File: config.mk
export PLATFORM = sky130hd
export DESIGN_NAME = pause_fc_resolver
export DESIGN_NICKNAME = d
export VERILOG_FILES = /design/src/rtl/pfc_pkg.sv /design/src/rtl/pfc_arm.sv /design/src/rtl/pfc_mode_resolve.sv /design/src/rtl/pfc_thr_build.sv /design/src/rtl/pause_fc_resolver.sv
export SDC_FILE = /design/constraint.sdc
export NUM_CORES = 1
export LEC_CHECK = 0
export BUFFER_PORTS_ARGS = -buffer_cell sky130_fd_sc_hd__buf_2
export CAP_MARGIN = 15
export CELL_PAD_IN_SITES_DETAIL_PLACEMENT = 0
export CELL_PAD_IN_SITES_GLOBAL_PLACEMENT = 1
export CORE_UTILIZATION = 30
export DETAILED_ROUTE_END_ITERATION = 8
export HOLD_SLACK_MARGIN = 0.03
export PLACE_DENSITY_LB_ADDON = 0.08
export SYNTH_ARGS = -nofsm -noshare
export SYNTH_HDL_FRONTEND = slang
export SYNTH_SLANG_ARGS = --single-unit
File: constraint.sdc
create_clock -name clk -period 2.7 [get_ports clk]
set_clock_uncertainty 0.05 [all_clocks]
set_input_delay 0.27 -clock clk [delete_from_list [all_inputs] [get_ports clk]]
set_output_delay 0.27 -clock clk [all_outputs]
set_load 0.005 [all_outputs]
File: src/rtl/pfc_pkg.sv
package pfc_pkg;

  typedef enum logic [1:0] {
    FC_NONE = 2'd0,
    FC_RX   = 2'd1,
    FC_TX   = 2'd2,
    FC_FULL = 2'd3
  } fc_mode_e;

  localparam logic [2:0] REQ_FULL = 3'd3;

  // Full is granted for the explicit full request and for every default code.
  function automatic logic wants_full(input logic [2:0] req);
    return (req == REQ_FULL) || req[2];
  endfunction

  function automatic fc_mode_e resolve_pause(
    input logic       lp, input logic la,
    input logic       rp, input logic ra,
    input logic       fd, input logic [2:0] req
  );
    fc_mode_e m;
    if (lp && rp)                 m = wants_full(req) ? FC_FULL : FC_RX;
    else if (!lp && la && rp && ra) m = FC_TX;
    else if (lp && la && !rp && ra) m = FC_RX;
    else                          m = FC_NONE;
    if (!fd) m = FC_NONE;
    return m;
  endfunction

  function automatic logic mode_has_tx(input fc_mode_e m);
    return (m == FC_TX) || (m == FC_FULL);
  endfunction

  function automatic logic mode_has_rx(input fc_mode_e m);
    return (m == FC_RX) || (m == FC_FULL);
  endfunction

endpackage

File: src/rtl/pfc_arm.sv
module pfc_arm (
  input  logic clk,
  input  logic rst_n,
  input  logic trigger_in,
  output logic fire,
  output logic done
);
  logic trig_q;
  logic fire_q;
  logic done_q;

  assign fire = trigger_in && !trig_q;
  assign done = done_q;

  always_ff @(posedge clk) begin
    if (!rst_n) begin
      trig_q <= 1'b0;
      fire_q <= 1'b0;
      done_q <= 1'b0;
    end else begin
      trig_q <= trigger_in;
      fire_q <= fire;
      done_q <= fire_q;
    end
  end
endmodule

File: src/rtl/pfc_mode_resolve.sv
module pfc_mode_resolve
  import pfc_pkg::*;
(
  input  logic       loc_pause,
  input  logic       loc_asym,
  input  logic       lp_pause,
  input  logic       lp_asym,
  input  logic       full_duplex,
  input  logic [2:0] req_mode,
  output fc_mode_e   mode
);
  always_comb begin
    mode = resolve_pause(loc_pause, loc_asym, lp_pause, lp_asym,
                         full_duplex, req_mode);
  end
endmodule

File: src/rtl/pfc_thr_build.sv
module pfc_thr_build
  import pfc_pkg::*;
#(
  parameter int WATER_W = 16,
  parameter int THR_W   = 32
) (
  input  fc_mode_e           mode,
  input  logic [WATER_W-1:0] low_water,
  input  logic [WATER_W-1:0] high_water,
  input  logic               send_xon,
  output logic [THR_W-1:0]   low_word,
  output logic [THR_W-1:0]   high_word
);
  localparam int XON_POS = THR_W - 1;

  logic tx_on;
  assign tx_on = mode_has_tx(mode);

  always_comb begin
    low_word  = '0;
    high_word = '0;
    if (tx_on) begin
      low_word[WATER_W-1:0]  = low_water;
      low_word[XON_POS]      = send_xon;
      high_word[WATER_W-1:0] = high_water;
    end
  end
endmodule

File: src/rtl/pause_fc_resolver.sv
module pause_fc_resolver
  import pfc_pkg::*;
#(
  parameter int WATER_W = 16,
  parameter int THR_W   = 32
) (
  input  logic               clk,
  input  logic               rst_n,
  input  logic               an_done,
  input  logic               loc_pause,
  input  logic               loc_asym,
  input  logic               lp_pause,
  input  logic               lp_asym,
  input  logic               full_duplex,
  input  logic [2:0]         req_mode,
  input  logic [WATER_W-1:0] low_water,
  input  logic [WATER_W-1:0] high_water,
  input  logic               send_xon,
  output logic [1:0]         fc_mode,
  output logic               tx_pause_en,
  output logic               rx_pause_en,
  output logic [THR_W-1:0]   fc_low_thr,
  output logic [THR_W-1:0]   fc_high_thr,
  output logic               resolve_done
);
  // Named internal events for the checker
  logic             resolve_fire;
  fc_mode_e         mode_c;
  logic [THR_W-1:0] low_c;
  logic [THR_W-1:0] high_c;

  pfc_arm u_arm (
    .clk        (clk),
    .rst_n      (rst_n),
    .trigger_in (an_done),
    .fire       (resolve_fire),
    .done       (resolve_done)
  );

  pfc_mode_resolve u_res (
    .loc_pause   (loc_pause),
    .loc_asym    (loc_asym),
    .lp_pause    (lp_pause),
    .lp_asym     (lp_asym),
    .full_duplex (full_duplex),
    .req_mode    (req_mode),
    .mode        (mode_c)
  );

  pfc_thr_build #(.WATER_W(WATER_W), .THR_W(THR_W)) u_thr (
    .mode       (mode_c),
    .low_water  (low_water),
    .high_water (high_water),
    .send_xon   (send_xon),
    .low_word   (low_c),
    .high_word  (high_c)
  );

  always_ff @(posedge clk) begin
    if (!rst_n) begin
      fc_mode     <= 2'd0;
      tx_pause_en <= 1'b0;
      rx_pause_en <= 1'b0;
      fc_low_thr  <= '0;
      fc_high_thr <= '0;
    end else if (resolve_fire) begin
      fc_mode     <= mode_c;
      tx_pause_en <= mode_has_tx(mode_c);
      rx_pause_en <= mode_has_rx(mode_c);
      fc_low_thr  <= low_c;
      fc_high_thr <= high_c;
    end
  end
endmodule

After elaboration in Yosys (flattened, before gate mapping)
Cells that the tools add are included.

word-level totals
  register bits = 40
  bits of input ports = 44
  output and inout bits = 69

cells by class
  equality and inequality tests = 4
  multiplexer cells = 8
  reduce and logical (&&, ||, !) cells = 14

operator list
  operator            number
  $mux 16             2
  $logic_and 1x1->1   8
  $mux 2              4
  $eq 2x2->1 const B  2
  $eq 3x2->1 const B  1
  $logic_not 1->1     3
  $logic_or 1x1->1    3
  $eq 2x1->1 const B  1
  $mux 1              2

Longest topological paths before layout
Gate-level depths: netlist (run 1).

  depth in word-level cells = 10
  depth in mapped cells = 4
  gate-level depth less buffers = 3

Hierarchy
Synthesis (run 1) repeated with hierarchy kept, for this count alone.

unflattened totals
  cell total of the unflattened synthesis = 304
  area, all modules = 3238.1 µm²

by module, submodules not included
  module             times used  cells an instance  area an instance (µm²)
  pause_fc_resolver  1           221                2607.5
  pfc_thr_build      1           68                 499.2
  pfc_arm            1           7                  87.6
  pfc_mode_resolve   1           8                  43.8

Worst setup path before layout (run 1)
No wires, ideal clock.

  path type = flip-flop to flip-flop
  start = register u_arm.trig_q
  end = register fc_low_thr[0]
  setup time = 60 ps
  arrival = 1329 ps
  data required time = 2590 ps
  path slack = 1262 ps
  cell stages (with the launch flop) = 5
  period minus slack after synthesis = 1438 ps
  cells stage by stage = dfxtp_1 nand4b_2 a2111oi_4 buf_6 a22o_1

between the ends
  word-level cells in the longest chain between the ends = 2

ends and longest elaborated chain
  what                    line                     source
  start, declared         pfc_arm.sv:8             logic trig_q;
  start signal, assigned  pfc_arm.sv:21            trig_q <= trigger_in;
  $logic_not 1->1         pfc_arm.sv:12            assign fire = trigger_in && !trig_q;
  $logic_and 1x1->1       pfc_arm.sv:12
  end signal, assigned    pause_fc_resolver.sv:70  fc_low_thr <= low_c;
  end, declared           pause_fc_resolver.sv:22  output logic [THR_W-1:0] fc_low_thr,

Every way passes these cells.
A chain may end at the register's enable or synchronous reset.

Worst setup path in the final report (run 1)
  start = register u_arm.trig_q
  end = register fc_low_thr[31]

The elaborated chain is that of the path after synthesis.

==> flow_summary.toml, run 1 <==
[run_status]
status = "finished clean"

[timing]
clock.fmax_ghz = 0.650
fin_setup_tns_ps = 0
hold_slack_ps = 146
period_share_pct = 57.0
slew_viol_final = 0
hold_viol = 0
setup_viol = 0
layout_min_cycle_time_ps = 1540
rsz0062_at_grt = "no"
maxSlewHeadroom_pct = 59.8
worst_slew_pin_slew_ps = 600

[routing]
wl_per_cell_um = 11.3
drtAntennaViolNets = 0
vias = 1152
drtIter0Drc = 49
totalWireLength_mm = 3.14
drc_errors = 0
drt-pass1-iter-count = 4
vias_per_cell = 4.16

[cts]
cts.clk_slew.worst_paths_ps = 70
clock-root-buffer = "clkbuf_8"
tritoncts = "done"
cts_resized = 0
clockBufferDepth = 2
cts_htree_levels = 2
holdBufCountCts = 0
cts_setup_buffers = 0
cts_made_buffers = 5
clock-sinks = 39
clk_latency_ps = 280

[pwr]
ir_drop_v = 0.000283
finalPower_w = 0.00110
leakagePower_nw = 1.03
power_density_nw_per_um2 = 570

[placement]
portBuffers = 81
dp_hpwl_mm = 2.27
dp_cells = 269
gp_congestion = 0.680

[floorplanning]
ios = 113
core_area_sq_um = 4750
die_height_um = 72.5
die_area_sq_um = 5250
die_x_um = 72.5
initial_utilization_pct = 31.3
rows = 25

[logic_synthesis]
yosys.area.top_type = "dfxtp_1"
ys_seq_elements = 39
synth.area.top_cells = "dfxtp_1 (52%), a22o_1 (20%), buf_4 (16%)"
synthSimpleGateAreaFrac_pct = 3.61
syn_area_sq_um = 1490
synthCells = 127
synth_compound_area_share_pct = 24.0
synth_adder_area_share_pct = 0
synth_xor_xnor_area_share_pct = 0
synth_top_family_by_area = "compound AO/OA/AOI/OAI gates"
synth_mux_area_share_pct = 0
yosys_warnings = 0
yosysSeqAreaShare_pct = 52.4
synth_top_area_share_pct = 52.4
avgSynthCellArea_sq_um = 11.7
synth_cell_types = 17

[critical_path]
r2r_start = "u_arm.trig_q"
path_cells = "nand4b_2 -> a2111oi_4 -> buf_4 -> a22o_1"
critPathMaxFanout = 35
arrival_ps = 1720
worstRegToRegCells = 4
endpoint_kind = "flip-flop"
cp_slowest_cell = "buf_4"
critPathLaunchType = "flip-flop"
critPathMaxStageDelay_ps = 400
cp.required_ps = 2880
rrSetupSlack_ps = 1160
reg2reg_to = "fc_low_thr[31]"
critPathKind = "flip-flop to flip-flop"

[global_route]
grt_pass1_vias = 1019
grt_pass1_wl_mm = 4.68
track_usage_pct = 11.9
grt-ovfl-total = 0
antenna_found_initial = 0
grt_max_degree = 36

[layout]
drive_above_1_share_pct = 46.2
antenna_cells = 0
synthToLayoutAreaGrowth_pct = 29.2
finalNetCount = 253
layout.cells.non_filler = 277

[worst_hold_path]
hold_depth = 2
holdPathEnd = "fc_high_thr[13]"
min_path_type = "input port to flip-flop"
hp-start = "high_water[13]"

[job]
cap_violations = 0
cell usage in the layout (no fill, tap or decap):
cell type / instances
a21boi_2: 1
inv_1: 2
and2_2: 2
nor2b_1: 1
a21o_1: 2
a22o_1: 34
clkbuf_1: 1
buf_2: 81
clkbuf_8: 7
buf_4: 2
nand4b_2: 1
nor2_1: 1
and3_2: 1
dfxtp_1: 39
a21oi_1: 2
nand2_2: 1
a2111oi_4: 1
conb_1: 31
worst max path at each step:
stage	cells after the start	from	slack, ps	to
floorplan	4	u_arm.trig_q	1260	fc_low_thr[0]
global placement	4	an_done	1140	fc_low_thr[6]
detailed placement	4	rst_n	1090	fc_low_thr[3]
CTS	4	u_arm.trig_q	1140	fc_low_thr[8]
global route	4	u_arm.trig_q	1010	fc_low_thr[2]
finish	4	u_arm.trig_q	1160	fc_low_thr[31]
per-layer routing:
layer | GRT usage, % | vias to the layer above | routed length (um)
met3 | 5.56 | 9 | 357
met5 | 0 | - | 0
met2 | 18.4 | 71 | 1440
li1 | - | 554 | -
met4 | 7.19 | 0 | 72
met1 | 13.5 | 518 | 1260
synth_stat cells, drive strengths merged:
cell type / instances
a2111oi: 1
a21boi: 1
a21o: 2
a21oi: 2
a22o: 34
and2: 2
and3: 1
buf: 35
clkbuf: 3
conb: 1
dfxtp: 39
inv: 2
nand2: 1
nand4b: 1
nor2: 1
nor2b: 1
layout make-up:
class | instances | area [sq um]
Timing Repair Buffer | 83 | 420
Multi-Input combinational cell | 78 | 532
Inverter | 2 | 7.51
Fill cell | 504 | 2830
Sequential cell | 39 | 781
Tap cell | 67 | 83.8
Clock buffer | 8 | 100
kinds of logic after synthesis:
family                 after synthesis
and+or+nand+nor                      7
other                                1
buffers and inverters               40
DFF                                 39
AOI/OAI and AO/OA                   40
stage by stage:
stage	cell area (sq um)	util, %	setup slack [ps]
floorplan	1600	-	1260
global placement	1820	38.4	1140
detailed placement	1820	38.4	1090
CTS	1920	40.5	1140
global route	1920	40.5	1010
finish	1920	40.5	1160
worst max-delay path, delay by kind of cell, from the launching register on:
kind / cells / cell delay, ps
simple gates: 1 / 230
compound gates: 2 / 490
flops: 1 / 310
buf+inv: 1 / 400
flip-flops by register name, indices dropped and copies added (netlist names):
| register | flops |
|---|---|
| u_arm.done | 1 |
| fc_high_thr | 16 |
| u_arm.trig_q | 1 |
| fc_low_thr | 17 |
| tx_pause_en | 1 |
| u_arm.fire_q | 1 |
| fc_mode | 2 |
where the power goes:
group | internal [W] | total (W) | switching [W]
Clock | 0.000233 | 0.000419 | 0.000186
Sequential | 0.000586 | 0.000590 | 0.00000473
Combinational | 0.0000414 | 0.0000866 | 0.0000452
Total | 0.000860 | 0.00110 | 0.000236
(Power assumes the default switching activity.)
==> run 2, diff against run 1 <==
--- a/config.mk
+++ b/config.mk
@@ -9,7 +9,7 @@
 export CAP_MARGIN = 15
 export CELL_PAD_IN_SITES_DETAIL_PLACEMENT = 0
 export CELL_PAD_IN_SITES_GLOBAL_PLACEMENT = 1
-export CORE_UTILIZATION = 30
+export CORE_UTILIZATION = 25
 export DETAILED_ROUTE_END_ITERATION = 8
 export HOLD_SLACK_MARGIN = 0.03
 export PLACE_DENSITY_LB_ADDON = 0.08
==> constraint.sdc (replaced) <==
create_clock -name clk -period 1.25 [get_ports clk]
set_clock_uncertainty 0.05 [all_clocks]
set_input_delay 0.125 -clock clk [delete_from_list [all_inputs] [get_ports clk]]
set_output_delay 0.125 -clock clk [all_outputs]
set_load 0.005 [all_outputs]
==> flow_summary.toml, run 2 (synthesis gave the netlist of run 1 again) <==
[run_status]
status = "complete, but fails checks"
violations = "setup timing"

[floorplanning]
ios = 113
die_x_um = 79.2
die_height_um = 79.2
rows = 27
die_area_sq_um = 6270
initial_utilization_pct = 26.6
core_area_sq_um = 5610

[layout]
top_regs = "fc_low_thr (17), fc_high_thr (16), fc_mode (2)"
drive_above_1_share_pct = 42.6
final_cell_area_sq_um = 2400
largest_register_ffs = 17
mostFrequentLayoutCells = "buf_2 (81), dfxtp_1 (38), a22o_1 (34)"
finalNetCount = 294
antenna_cells = 0
largest-register = "fc_low_thr"
synthToLayoutAreaGrowth_pct = 60.9
final_common_cell = "buf_2"

[routing]
met2_length_mm = 1.84
met1_length_mm = 1.62
routed.top_layer = "met4"
drtAntennaViolNets = 0
drt-pass1-iter-count = 4
drc_errors = 0
vias = 1292
route.met3.wl_um = 270
drtIter0Drc = 23
vias_per_cell = 4.00
totalWireLength_mm = 3.77
wl_per_cell_um = 11.7

[cts]
clock-root-buffer = "clkbuf_8"
tritoncts = "done"
clockBufferDepth = 2
cts.clk_slew.worst_paths_ps = 70
cts_made_buffers = 5
cts_htree_levels = 2
clock-sinks = 39
clk_latency_ps = 280

[placement]
place_area_sq_um = 1900
dp_hpwl_mm = 2.47
gp_congestion = 0.725
portBuffers = 81

[worst_hold_path]
min_path_type = "input port to flip-flop"
hold_depth = 2

[critical_path]
critPathMaxFanout = 13
arrival_ps = 1450
worstRegToRegCells = 5
critPathKind = "flip-flop to flip-flop"
endpoint_kind = "flip-flop"
rrSetupSlack_ps = -20
cp.required_ps = 1420
critPathLaunchType = "flip-flop"

[timing]
setup_viol = 26
setup_slack_ps = -22.0
slew_viol_final = 0
rsz0062_at_grt = "yes"
hold_viol = 0
layout_min_cycle_time_ps = 1270
hold_slack_ps = 102
clock.fmax_ghz = 0.786
fin_setup_tns_ps = -235
period_share_pct = 102

[job]
cap_violations = 0

[global_route]
grt-ovfl-total = 0
grt_pass1_wl_mm = 5.33
track_usage_pct = 11.2
grt_pass1_vias = 1138
antenna_found_initial = 0
grt_max_degree = 27

[pwr]
power_density_nw_per_um2 = 1040
leakagePower_nw = 1.23
ir_drop_v = 0.000633
-- run 2: cell count changes in the layout (fill, tap and decap cells not counted), sizes merged --
cell,change
clkinvlp,+1
dlygate4sd3,+33
buf,+7
-- run 2: critical path: stages, from the launching register on --
cell and delay [ps]:
dfxtp_2 320, nand4b_4 170, a2111oi_4 210, buf_6 180
buf_12 140, a22o_1 140
-- run 2: where the power goes --
part           leakage [nW]  internal [W]  total (W)  switching, W
sequential            0.316       0.00126    0.00128     0.0000106
clock                0.0505      0.000502   0.000924      0.000422
combinational         0.868      0.000177   0.000299      0.000122
-- run 2: metrics by stage --
stage               util [%]  power (W)  worst slack, ps  cells
finish                  42.7    0.00250            -22.0    323
global route            42.7    0.00263            -95.5    323
CTS                     41.7    0.00254            -54.7    319
detailed placement      33.9    0.00152            -50.6    278
global placement        33.9    0.00151             3.96    278
floorplan                  -    0.00146            -46.5    157
-- run 2: routing by layer --
metal  track usage [%]  vias up
met4              4.36        0
met1              13.0      589
li1                  -      638
met3              3.68        4
met2              18.8       61
met5                 0        -
-- run 2: layout make-up --
type,instances,area (sq um)
multi-input cells,78,548
flip-flops and latches,39,782
inverters,2,7.51
clock buffers,7,96.3
well taps,72,90.1
repair buffers,124,865
clock inverters,1,7.51
fillers,562,3210
-- run 2: worst paths after layout --
check | start | to
worst max-delay path | u_arm.trig_q | fc_high_thr[8]
worst min-delay path | rst_n | u_arm.done
worst min register to register | u_arm.fire_q | u_arm.done
worst max register to register | u_arm.trig_q | fc_high_thr[8]
-- run 2: repair_timing --
action,4_1_cts,5_1_grt
hold buffers,33,0
resized for setup,0,3
setup endpoints to repair,33,35
cloned,0,2
endpoints found under the hold margin,33,0
pin swaps,1,2
buffers inserted,0,2
